$ cat src/rtl/psup_pkg.sv
package psup_pkg;

  // counter width able to hold values 0..lim
  function automatic int unsigned cnt_w(input int unsigned lim);
    return (lim < 2) ? 1 : $clog2(lim + 1);
  endfunction

  // gate permission: no blocker may be active
  function automatic logic gate_allow(input logic [5:0] blockers);
    return ~|blockers;
  endfunction

endpackage

$ cat src/rtl/psup_tick.sv
module psup_tick #(
  parameter int unsigned PRESC_DIV = 8
) (
  input  logic clk,
  input  logic rst_n,
  output logic tick
);
  localparam int unsigned W = psup_pkg::cnt_w(PRESC_DIV - 1);
  localparam logic [W-1:0] LAST = W'(PRESC_DIV - 1);

  logic [W-1:0] div_q;

  always_ff @(posedge clk or negedge rst_n) begin
    if (!rst_n)            div_q <= '0;
    else if (div_q == LAST) div_q <= '0;
    else                   div_q <= div_q + 1'b1;
  end

  assign tick = (div_q == LAST);
endmodule

$ cat src/rtl/psup_persist.sv
module psup_persist #(
  parameter int unsigned LIMIT = 40
) (
  input  logic clk,
  input  logic rst_n,
  input  logic tick,
  input  logic sample_en,
  input  logic cond,
  input  logic clr,
  output logic expire,
  output logic fault
);
  localparam int unsigned W = psup_pkg::cnt_w(LIMIT);
  localparam logic [W-1:0] TOP = W'(LIMIT);

  logic         armed_q;
  logic [W-1:0] cnt_q;

  always_ff @(posedge clk or negedge rst_n) begin
    if (!rst_n)         armed_q <= 1'b0;
    else if (clr)       armed_q <= 1'b0;
    else if (sample_en) armed_q <= cond;
  end

  always_ff @(posedge clk or negedge rst_n) begin
    if (!rst_n)                          cnt_q <= '0;
    else if (clr)                        cnt_q <= '0;
    else if (sample_en && !cond)         cnt_q <= '0;
    else if (armed_q && tick && cnt_q != TOP) cnt_q <= cnt_q + 1'b1;
  end

  assign expire = (cnt_q == TOP);

  always_ff @(posedge clk or negedge rst_n) begin
    if (!rst_n)      fault <= 1'b0;
    else if (clr)    fault <= 1'b0;
    else if (expire) fault <= 1'b1;
  end
endmodule

$ cat src/rtl/psup_burst.sv
module psup_burst #(
  parameter int unsigned BURST_CYCLES = 4
) (
  input  logic clk,
  input  logic rst_n,
  input  logic clr,
  input  logic strobe,
  input  logic enter_hi,
  input  logic exit_lo,
  output logic enter_evt,
  output logic active
);
  localparam int unsigned W = psup_pkg::cnt_w(BURST_CYCLES);
  localparam logic [W-1:0] LAST = W'(BURST_CYCLES - 1);

  logic [W-1:0] run_q;

  assign enter_evt = strobe && !active && enter_hi && (run_q == LAST);

  always_ff @(posedge clk or negedge rst_n) begin
    if (!rst_n) begin
      run_q  <= '0;
      active <= 1'b0;
    end else if (clr) begin
      run_q  <= '0;
      active <= 1'b0;
    end else if (strobe) begin
      if (!active) begin
        if (enter_evt) begin
          active <= 1'b1;
          run_q  <= '0;
        end else if (enter_hi) begin
          run_q <= run_q + 1'b1;
        end else begin
          run_q <= '0;
        end
      end else if (exit_lo) begin
        active <= 1'b0;
      end
    end
  end
endmodule

$ cat src/rtl/psup_top.sv
module psup_top #(
  parameter int unsigned PRESC_DIV     = 8,
  parameter int unsigned OVP_TICKS     = 4,
  parameter int unsigned PERSIST_TICKS = 40,
  parameter int unsigned BURST_CYCLES  = 4
) (
  input  logic clk,
  input  logic rst_n,
  input  logic ovp_flag,
  input  logic vcc_rst_flag,
  input  logic uvlo_flag,
  input  logic latch_pin_flag,
  input  logic line_uv_flag,
  input  logic olp_flag,
  input  logic burst_on_flag,
  input  logic burst_off_flag,
  input  logic sw_clk,
  input  logic off_strobe,
  output logic gate_en,
  output logic fault_latched,
  output logic restart_req
);
  logic tick;
  logic ovp_expire, ovp_fault;
  logic olp_expire, olp_fault;
  logic luv_expire, luv_fault;
  logic burst_evt, burst_on;
  logic pin_trip_q;

  psup_tick #(.PRESC_DIV(PRESC_DIV)) u_tick (
    .clk(clk), .rst_n(rst_n), .tick(tick)
  );

  // supply over-voltage: persistence then latch, cleared by the reset-level flag
  psup_persist #(.LIMIT(OVP_TICKS)) u_ovp (
    .clk(clk), .rst_n(rst_n), .tick(tick),
    .sample_en(1'b1), .cond(ovp_flag), .clr(vcc_rst_flag),
    .expire(ovp_expire), .fault(ovp_fault)
  );

  // overload: sampled in the switching clock high phase, cleared by lockout
  psup_persist #(.LIMIT(PERSIST_TICKS)) u_olp (
    .clk(clk), .rst_n(rst_n), .tick(tick),
    .sample_en(sw_clk), .cond(olp_flag), .clr(uvlo_flag),
    .expire(olp_expire), .fault(olp_fault)
  );

  // line under-voltage beyond the window, cleared by lockout
  psup_persist #(.LIMIT(PERSIST_TICKS)) u_luv (
    .clk(clk), .rst_n(rst_n), .tick(tick),
    .sample_en(1'b1), .cond(line_uv_flag), .clr(uvlo_flag),
    .expire(luv_expire), .fault(luv_fault)
  );

  psup_burst #(.BURST_CYCLES(BURST_CYCLES)) u_burst (
    .clk(clk), .rst_n(rst_n), .clr(uvlo_flag), .strobe(off_strobe),
    .enter_hi(burst_on_flag), .exit_lo(burst_off_flag),
    .enter_evt(burst_evt), .active(burst_on)
  );

  always_ff @(posedge clk or negedge rst_n) begin
    if (!rst_n)             pin_trip_q <= 1'b0;
    else if (vcc_rst_flag)  pin_trip_q <= 1'b0;
    else if (latch_pin_flag) pin_trip_q <= 1'b1;
  end

  assign fault_latched = ovp_fault | pin_trip_q;
  assign restart_req   = olp_fault | luv_fault;
  assign gate_en = psup_pkg::gate_allow({fault_latched, olp_fault, luv_fault,
                                         burst_on, uvlo_flag, line_uv_flag});
endmodule

$ cat config.mk
export PLATFORM = sky130hd
export DESIGN_NAME = psup_top
export DESIGN_NICKNAME = d
export VERILOG_FILES = /design/src/rtl/psup_pkg.sv /design/src/rtl/psup_tick.sv /design/src/rtl/psup_persist.sv /design/src/rtl/psup_burst.sv /design/src/rtl/psup_top.sv
export SDC_FILE = /design/constraint.sdc
export NUM_CORES = 1
export LEC_CHECK = 0
export ABC_CLOCK_PERIOD_IN_PS = 1600
export BUFFER_PORTS_ARGS = -buffer_cell sky130_fd_sc_hd__buf_2
export CAP_MARGIN = 20
export CORE_AREA = 2 2 63 94
export CTS_CLUSTER_DIAMETER = 40
export CTS_CLUSTER_SIZE = 24
export DETAILED_ROUTE_END_ITERATION = 6
export DIE_AREA = 0 0 65 96
export PLACE_DENSITY = 0.43
export SLEW_MARGIN = 20
export SYNTH_ARGS = -nofsm -noshare
export SYNTH_HDL_FRONTEND = slang
export SYNTH_HIERARCHICAL = 1
export SYNTH_SLANG_ARGS = --single-unit
export TNS_END_PERCENT = 10
$ cat constraint.sdc
create_clock -name clk -period 1.6 [get_ports clk]
set_input_delay 0.16 -clock clk [delete_from_list [all_inputs] [get_ports clk]]
set_output_delay 0.16 -clock clk [all_outputs]
set_load 0.02 [all_outputs]
== After elaboration in Yosys (flattened, before gate mapping) ==
Cells that the tools add are included.
Widths: inputs -> output; s select.

* Bits of input ports: 12
* Output and inout port bits: 3
* Logic and storage cells: 85
* Flip-flop bits (word level): 29

* Bitwise operators: 2
* Reductions and logical operators: 22
* Equal/unequal tests: 11
* Mux-type cells: 32
* Add/sub/neg operators: 5

{| class="wikitable"
|+ Operators with widths
! operator !! number
|-
| $mux 6 || 6
|-
| $mux 3 || 9
|-
| $mux 1 || 17
|-
| $add 6x1->6 const B || 2
|-
| $eq 6x6->1 const B || 2
|-
| $ne 6x6->1 const B || 2
|-
| $reduce_bool 2->1 || 6
|-
| $logic_and 1x1->1 || 10
|-
| $add 3x1->3 const B || 3
|-
| $eq 3x3->1 const B || 2
|-
| $reduce_or 6->1 || 1
|-
| $eq 3x2->1 const B || 1
|-
| $logic_not 1->1 || 3
|-
| $ne 3x1->1 const B || 1
|-
| $ne 3x2->1 const B || 1
|-
| $ne 3x3->1 const B || 1
|-
| $reduce_bool 3->1 || 1
|-
| $ne 2x2->1 const B || 1
|-
| $or 1x1->1 || 2
|-
| $reduce_and 2->1 || 1
|}

== Depth between registers and ports, before layout ==
Gate-level depths: netlist of run 1.

* Depth after elaboration: 8
* Mapped depth: 6
* Mapped depth without buffers: 5

== Modules after synthesis ==
The synthesis of run 1 kept the hierarchy.

{| class="wikitable"
|+ By module, submodules not included
! module !! sequential area each (sq um) !! cells an instance !! times used !! area an instance (sq um)
|-
| psup_persist at u_luv ... || 200.2 || 47 || 2 || 434.2
|-
| psup_persist at u_ovp || 125.1 || 28 || 1 || 266.5
|-
| psup_burst || 100.1 || 21 || 1 || 225.2
|-
| psup_tick || 75.1 || 6 || 1 || 103.8
|-
| psup_top || 25.0 || 8 || 1 || 65.1
|}

== Worst setup path after synthesis of run 1 ==
OpenSTA, ideal clock, no wires.

* Path type: register -> register
* Start: register u_tick.div_q[0]
* End: register u_olp.cnt_q[5]
* Library setup time: 0.079 ns
* Cell stages (with the launch flop): 6
* Period minus slack after synthesis: 1.461 ns
* Data arrival time: 1.382 ns
* Setup slack: 0.139 ns
* Path buffers: 0
* Required time: 1.521 ns
* Path through: dfrtp_1 > ha_1 > ha_1 > nand4_1 > or3_1 > a21oi_1

* Word-level cells in the longest chain between the ends: 4

{| class="wikitable"
|+ RTL lines
! element !! RTL line !! RTL
|-
| from (decl) || psup_tick.sv:11 || <nowiki>logic [W-1:0] div_q;</nowiki>
|-
| from (signal assigned) || psup_tick.sv:16 || <nowiki>else div_q <= div_q + 1'b1;</nowiki>
|-
| $eq 3x3->1 || psup_tick.sv:19 || <nowiki>assign tick = (div_q == LAST);</nowiki>
|-
| net tick || psup_top.sv:23 || <nowiki>logic tick;</nowiki>
|-
| $logic_and 1x1->1 (2 in series) || psup_persist.sv:29 || <nowiki>else if (armed_q && tick && cnt_q != TOP) cnt_q <= cnt_q + 1'b1;</nowiki>
|-
| $reduce_bool 3->1 (no source line) || -- ||
|-
| to (signal assigned) || psup_persist.sv:29 ||
|-
| to (decl) || psup_persist.sv:17 || <nowiki>logic [W-1:0] cnt_q;</nowiki>
|}

The timed path passes the listed nets, and every way through them passes these cells.
A chain may end at the register's enable or synchronous reset.

== Final worst setup path of run 1 ==
Ends and elaborated chain as after synthesis.

==> results of run 1 <==
## per-stage QoR
stage | instance area [µm²] | instances | hold slack, ns
6_report | 1810 | 252 | 0.04037
5_1_grt | 1810 | 252 | 0.02425
4_1_cts | 1797 | 252 | 0.02751
3_5_place_dp | 1698 | 244 | 0.2398
3_3_place_gp | 1698 | 244 | 0.2389
2_1_floorplan | 1536 | 159 | -0.1356
## cells in the final DEF (no fill, tap or decap), types with 7 or more instances in the layout
master,instances
o211ai_1,8
o21ai_0,9
nand2_1,7
inv_1,18
or3_1,11
ha_1,9
a21oi_1,13
dfrtp_1,29
nor2_1,9
buf_2,14
## worst max-delay path: stages (launching register included)
cell and delay [ns]:
dfrtp_1 0.35, ha_1 0.21, ha_4 0.21, nand4_1 0.16, or3_1 0.37, a21oi_1 0.15
## final cells by class
cell class	count	area, µm²	area share (%)
Inverter	18	67.56	3.732
Sequential cell	29	725.7	40.08
Tap cell	70	87.58	4.838
Clock buffer	7	86.33	4.768
Timing Repair Buffer	17	95.09	5.252
Multi-Input combinational cell	111	748.2	41.33
## repair_timing
action	4_1_cts	5_1_grt
gates resized for setup	1	2
hold endpoints to repair	29	0
pin swaps	0	1
hold buffers	1	0
buffers inserted	0	0
endpoints found under the setup margin	7	8
## worst max path at each step
stage                    startpoint              to  slack [ns]  cells past startpoint
floorplan           u_tick/div_q[0]  u_olp/cnt_q[5]        0.14                      5
global placement    u_tick/div_q[0]  u_ovp/cnt_q[1]      -0.003                      5
detailed placement  u_tick/div_q[0]  u_olp/cnt_q[4]       -0.06                      5
CTS                 u_tick/div_q[0]  u_olp/cnt_q[5]        0.02                      5
global route        u_tick/div_q[0]  u_olp/cnt_q[4]       -0.02                      5
finish              u_tick/div_q[0]  u_olp/cnt_q[5]        0.06                      5
## metal layers
| layer | vias up | global-route usage (%) | share of wire [%] |
|---|---|---|---|
| met5 | - | 0 | 0 |
| met4 | 0 | 7.447 | 3.5 |
| met3 | 10 | 3.626 | 2.9 |
| met2 | 18 | 20.36 | 51 |
| met1 | 609 | 13.01 | 43 |
| li1 | 601 | - | - |
## state kept, by name, indices dropped and copies added, names as in the netlist
register        count
pin_trip_q          1
u_burst/active      1
u_burst/run_q       3
u_luv/armed_q       1
u_luv/cnt_q         6
u_luv/fault         1
u_olp/armed_q       1
u_olp/cnt_q         6
u_olp/fault         1
u_ovp/armed_q       1
u_ovp/cnt_q         3
u_ovp/fault         1
u_tick/div_q        3
## where the power goes
group	leakage (µW)	switching (µW)	internal, µW	total, µW
combinational	0.000348	62.6	32.5	95.0
sequential	0.000396	9.10	744	753
clock	0.0000443	258	340	598
==> impl_metrics.ini, run 1 <==
[floorplan]
die_x_um = 65
io_pins = 15
core_um2 = 5409
rows = 33
die_area_um2 = 6240
initial_core_util_pct = 28.20
fp.dieH_um = 96

[cts]
cts-root-buf = clkbuf_8
cts_tree = done
cts_buffers = 5
clk_latency_ns = 0.27
clkTransAtPathRegs_ns = 0.06
numClockSinks = 29
ctsHtreeMaxLevel = 2
clock_path_buffers = 2

[min_path]
min_to = pin_trip_q
hold-path-cell-count = 2
hp-class = primary input to flop
min_from = vcc_rst_flag

[detailed_routing]
firstDrtPassIters = 4
wl_per_cell_um = 12.78
drtIter0Drc = 57
vias_per_cell = 4.913
drc = 0
vias = 1238
ant_nets = 0
drt_wl_total_mm = 3.221

[power_and_ir_drop]
p_per_area_nw_per_um2 = 798.8
p_leak_uw = 0.0007881
finalPower_uw = 1446
peakVddDrop_mv = 0.4471

[grt]
grt_overflow = 0
grt_start_max_net_pins = 30
antenna_found_initial = 0
grtUsageTotal_pct = 12.01
grt_pass1_vias = 1285
grt_pass1_wl_mm = 5.637

[place]
gp_congestion = 0.7786
dp_hpwl_mm = 2.400
pre_cts_ws_ns = -0.06214
port-buffer-count = 14

[flow_run]
drv_cap = 0

[status]
status = complete, no violations

[timing]
finalSetupTns_ns = 0
timing.fmax_mhz = 650.0
tightest_slew_ns = 0.6690
finClkSkew_ns = 0.002486
drv_slew = 0
layout_setup_ws_ns = 0.06155
period_minus_slack_ns = 1.538
finalSetupViolations = 0
max-slew-margin-rel_pct = 55.40
finalHoldViolations = 0
fin_crit_sh_pct = 96.15

[critical_path]
rrSetupSlack_ns = 0.06
r2r-end = u_olp/cnt_q[5]
required_ns = 1.79
worstSetupPathType = flop to flop
start_kind = flop
r2r_start = u_tick/div_q[0]
end_kind = flop
crit_arrival_ns = 1.73
worstPathMaxFanout = 10
r2r_cells = 5

[yosys]
syn_area_um2 = 1525
synthCells = 156
yosysWarnings = 6
syn_area_per_cell_um2 = 9.777

[cells_and_area]
drive_gt1_share_pct = 15.38
diodes = 0
fillers = 549
finish.utilization_pct = 33.47
nets = 204
syn_to_final_growth_pct = 18.70
(Power assumes the default switching activity.)
==> run 2, diff against run 1 <==
- CAP_MARGIN: 20 -> 5
- RECOVER_POWER: unset -> 50
==> impl_metrics.ini, run 2 (synthesis results as in run 1) <==
[detailed_routing]
drc = 0
vias_per_cell = 4.913
drtIter0Drc = 57
ant_nets = 0
drt_wl_total_mm = 3.222
wl_per_cell_um = 12.79
firstDrtPassIters = 4
vias = 1238

[power_and_ir_drop]
p_sw_uw = 329.5
p_int_uw = 1116
p_per_area_nw_per_um2 = 799.1
peakVddDrop_mv = 0.4471
p_seq_share_pct = 52.1
switching_share_pct = 22.79
pwr-share-comb_pct = 6.5
p_clk_share_pct = 41.4
p_leak_uw = 0.0007853

[floorplan]
fp.dieH_um = 96
rows = 33
core_um2 = 5409
die_area_um2 = 6240
die_x_um = 65
io_pins = 15
initial_core_util_pct = 28.20

[cts]
cts-root-buf = clkbuf_8
clk_latency_ns = 0.27
clkTransAtPathRegs_ns = 0.06
cts_tree = done
numClockSinks = 29
cts_buffers = 5
ctsHtreeMaxLevel = 2
postCtsSetupBuffers = 0
clock_path_buffers = 2

[timing]
tightest_slew_ns = 0.6690
finalHoldViolations = 0
timing.fmax_mhz = 650.0
max-slew-margin-rel_pct = 55.40
fin_crit_sh_pct = 96.15
finalSetupTns_ns = 0
drv_slew = 0
finClkSkew_ns = 0.002486
period_minus_slack_ns = 1.538
finalSetupViolations = 0

[critical_path]
r2r_start = u_tick/div_q[0]
cp_cell_sequence = ha_1, ha_4, nand4_1, or3_1, a21oi_1
rrSetupSlack_ns = 0.06
required_ns = 1.79
r2r-end = u_olp/cnt_q[5]
crit_start = u_tick/div_q[0]
crit_path_top_delay_cell = or3_1
worstPathMaxFanout = 10
r2r_cells = 5
start_kind = flop
worstSetupPathType = flop to flop
crit_arrival_ns = 1.73
critPathMaxStageDelay_ns = 0.37
end_kind = flop
critPathCapture = u_olp/cnt_q[5]

[cells_and_area]
final_cell_mix = dfrtp_1 (29), inv_1 (18), buf_2 (13), a21oi_1 (13), or3_1 (11)
drive_gt1_share_pct = 14.84
syn_to_final_growth_pct = 18.62
design_area_um2 = 1809
diodes = 0
largestRegisters = u_luv/cnt_q: 6 flops, u_olp/cnt_q: 6 flops
nets = 204
fillers = 550
final_common_cell = dfrtp_1

[place]
port-buffer-count = 14
gp_congestion = 0.7786
placed_area_um2 = 1698
dp_hpwl_mm = 2.400

[grt]
grt_start_max_net_pins = 30
grt_overflow = 0
antenna_found_initial = 0
grt_pass1_wl_mm = 5.637
grtUsageTotal_pct = 12.01
grt_pass1_vias = 1285

[status]
status = complete, no violations

[flow_run]
drv_cap = 0

[min_path]
hp-class = primary input to flop
run 2: cell count changes in the layout (fill, tap and decap cells not counted), sizes merged:
cell	before	now
clkbuf	7	8
buf	16	15
run 2: worst min-delay path by stage:
stage	slack, ns	start	to	cells after the start
4_1_cts	0.03	vcc_rst_flag	pin_trip_q	2
3_5_place_dp	0.24	rst_n	u_burst/run_q[2]	1
2_1_floorplan	-0.14	rst_n	pin_trip_q	0
3_3_place_gp	0.24	rst_n	u_burst/run_q[2]	1
6_report	0.04	vcc_rst_flag	pin_trip_q	2
5_1_grt	0.02	vcc_rst_flag	pin_trip_q	2
run 2: worst max-delay path: cells and delay by family, from the launching register on:
kind	cells	cell delay, ns
AND/OR/NAND/NOR	2	0.53
adder cells (fa/ha/maj)	2	0.42
flip-flops	1	0.35
AO/OA/AOI/OAI	1	0.15
run 2: layer usage:
layer  share of wire [%]  global-route usage [%]
met3                 2.9                   3.626
met4                 3.5                   7.447
met5                   0                       0
met1                  43                   13.01
met2                  51                   20.36
run 2: cell type report:
cell class | count | area [µm²] | share of cell area (%)
Clock buffer | 7 | 86.33 | 4.772
Inverter | 18 | 67.56 | 3.734
Multi-Input combinational cell | 111 | 748.2 | 41.36
Sequential cell | 29 | 725.7 | 40.11
Tap cell | 70 | 87.58 | 4.841
Timing Repair Buffer | 17 | 93.84 | 5.187
run 2: timing repair:
action | 4_1_cts | 5_1_grt
endpoints found under the hold margin | 29 | 0
hold buffers | 1 | 0
gates resized for setup | 1 | 2
pin swaps | 0 | 1
setup endpoints to repair | 7 | 8
run 2: power groups by stage:
stage               Combinational, µW  Clock [µW]  Sequential (µW)
floorplan                        41.6           0              764
global placement                 91.1           0              766
detailed placement               94.4           0              766
CTS                              96.5         630              753
global route                      109         675              754
finish                           94.6         598              753
run 2: metrics by stage:
step | util (%) | worst slack (ns) | instances | hold WS [ns] | power, µW
after floorplan | - | 0.1388 | 159 | -0.1356 | 805.8
after global placement | 31.39 | -0.003236 | 244 | 0.2389 | 856.8
after detailed placement | 31.39 | -0.06214 | 244 | 0.2398 | 860.8
after CTS | 33.22 | 0.02477 | 252 | 0.02751 | 1480
after global routing | 33.45 | -0.02049 | 252 | 0.02425 | 1538
final | 33.45 | 0.06154 | 252 | 0.04037 | 1446
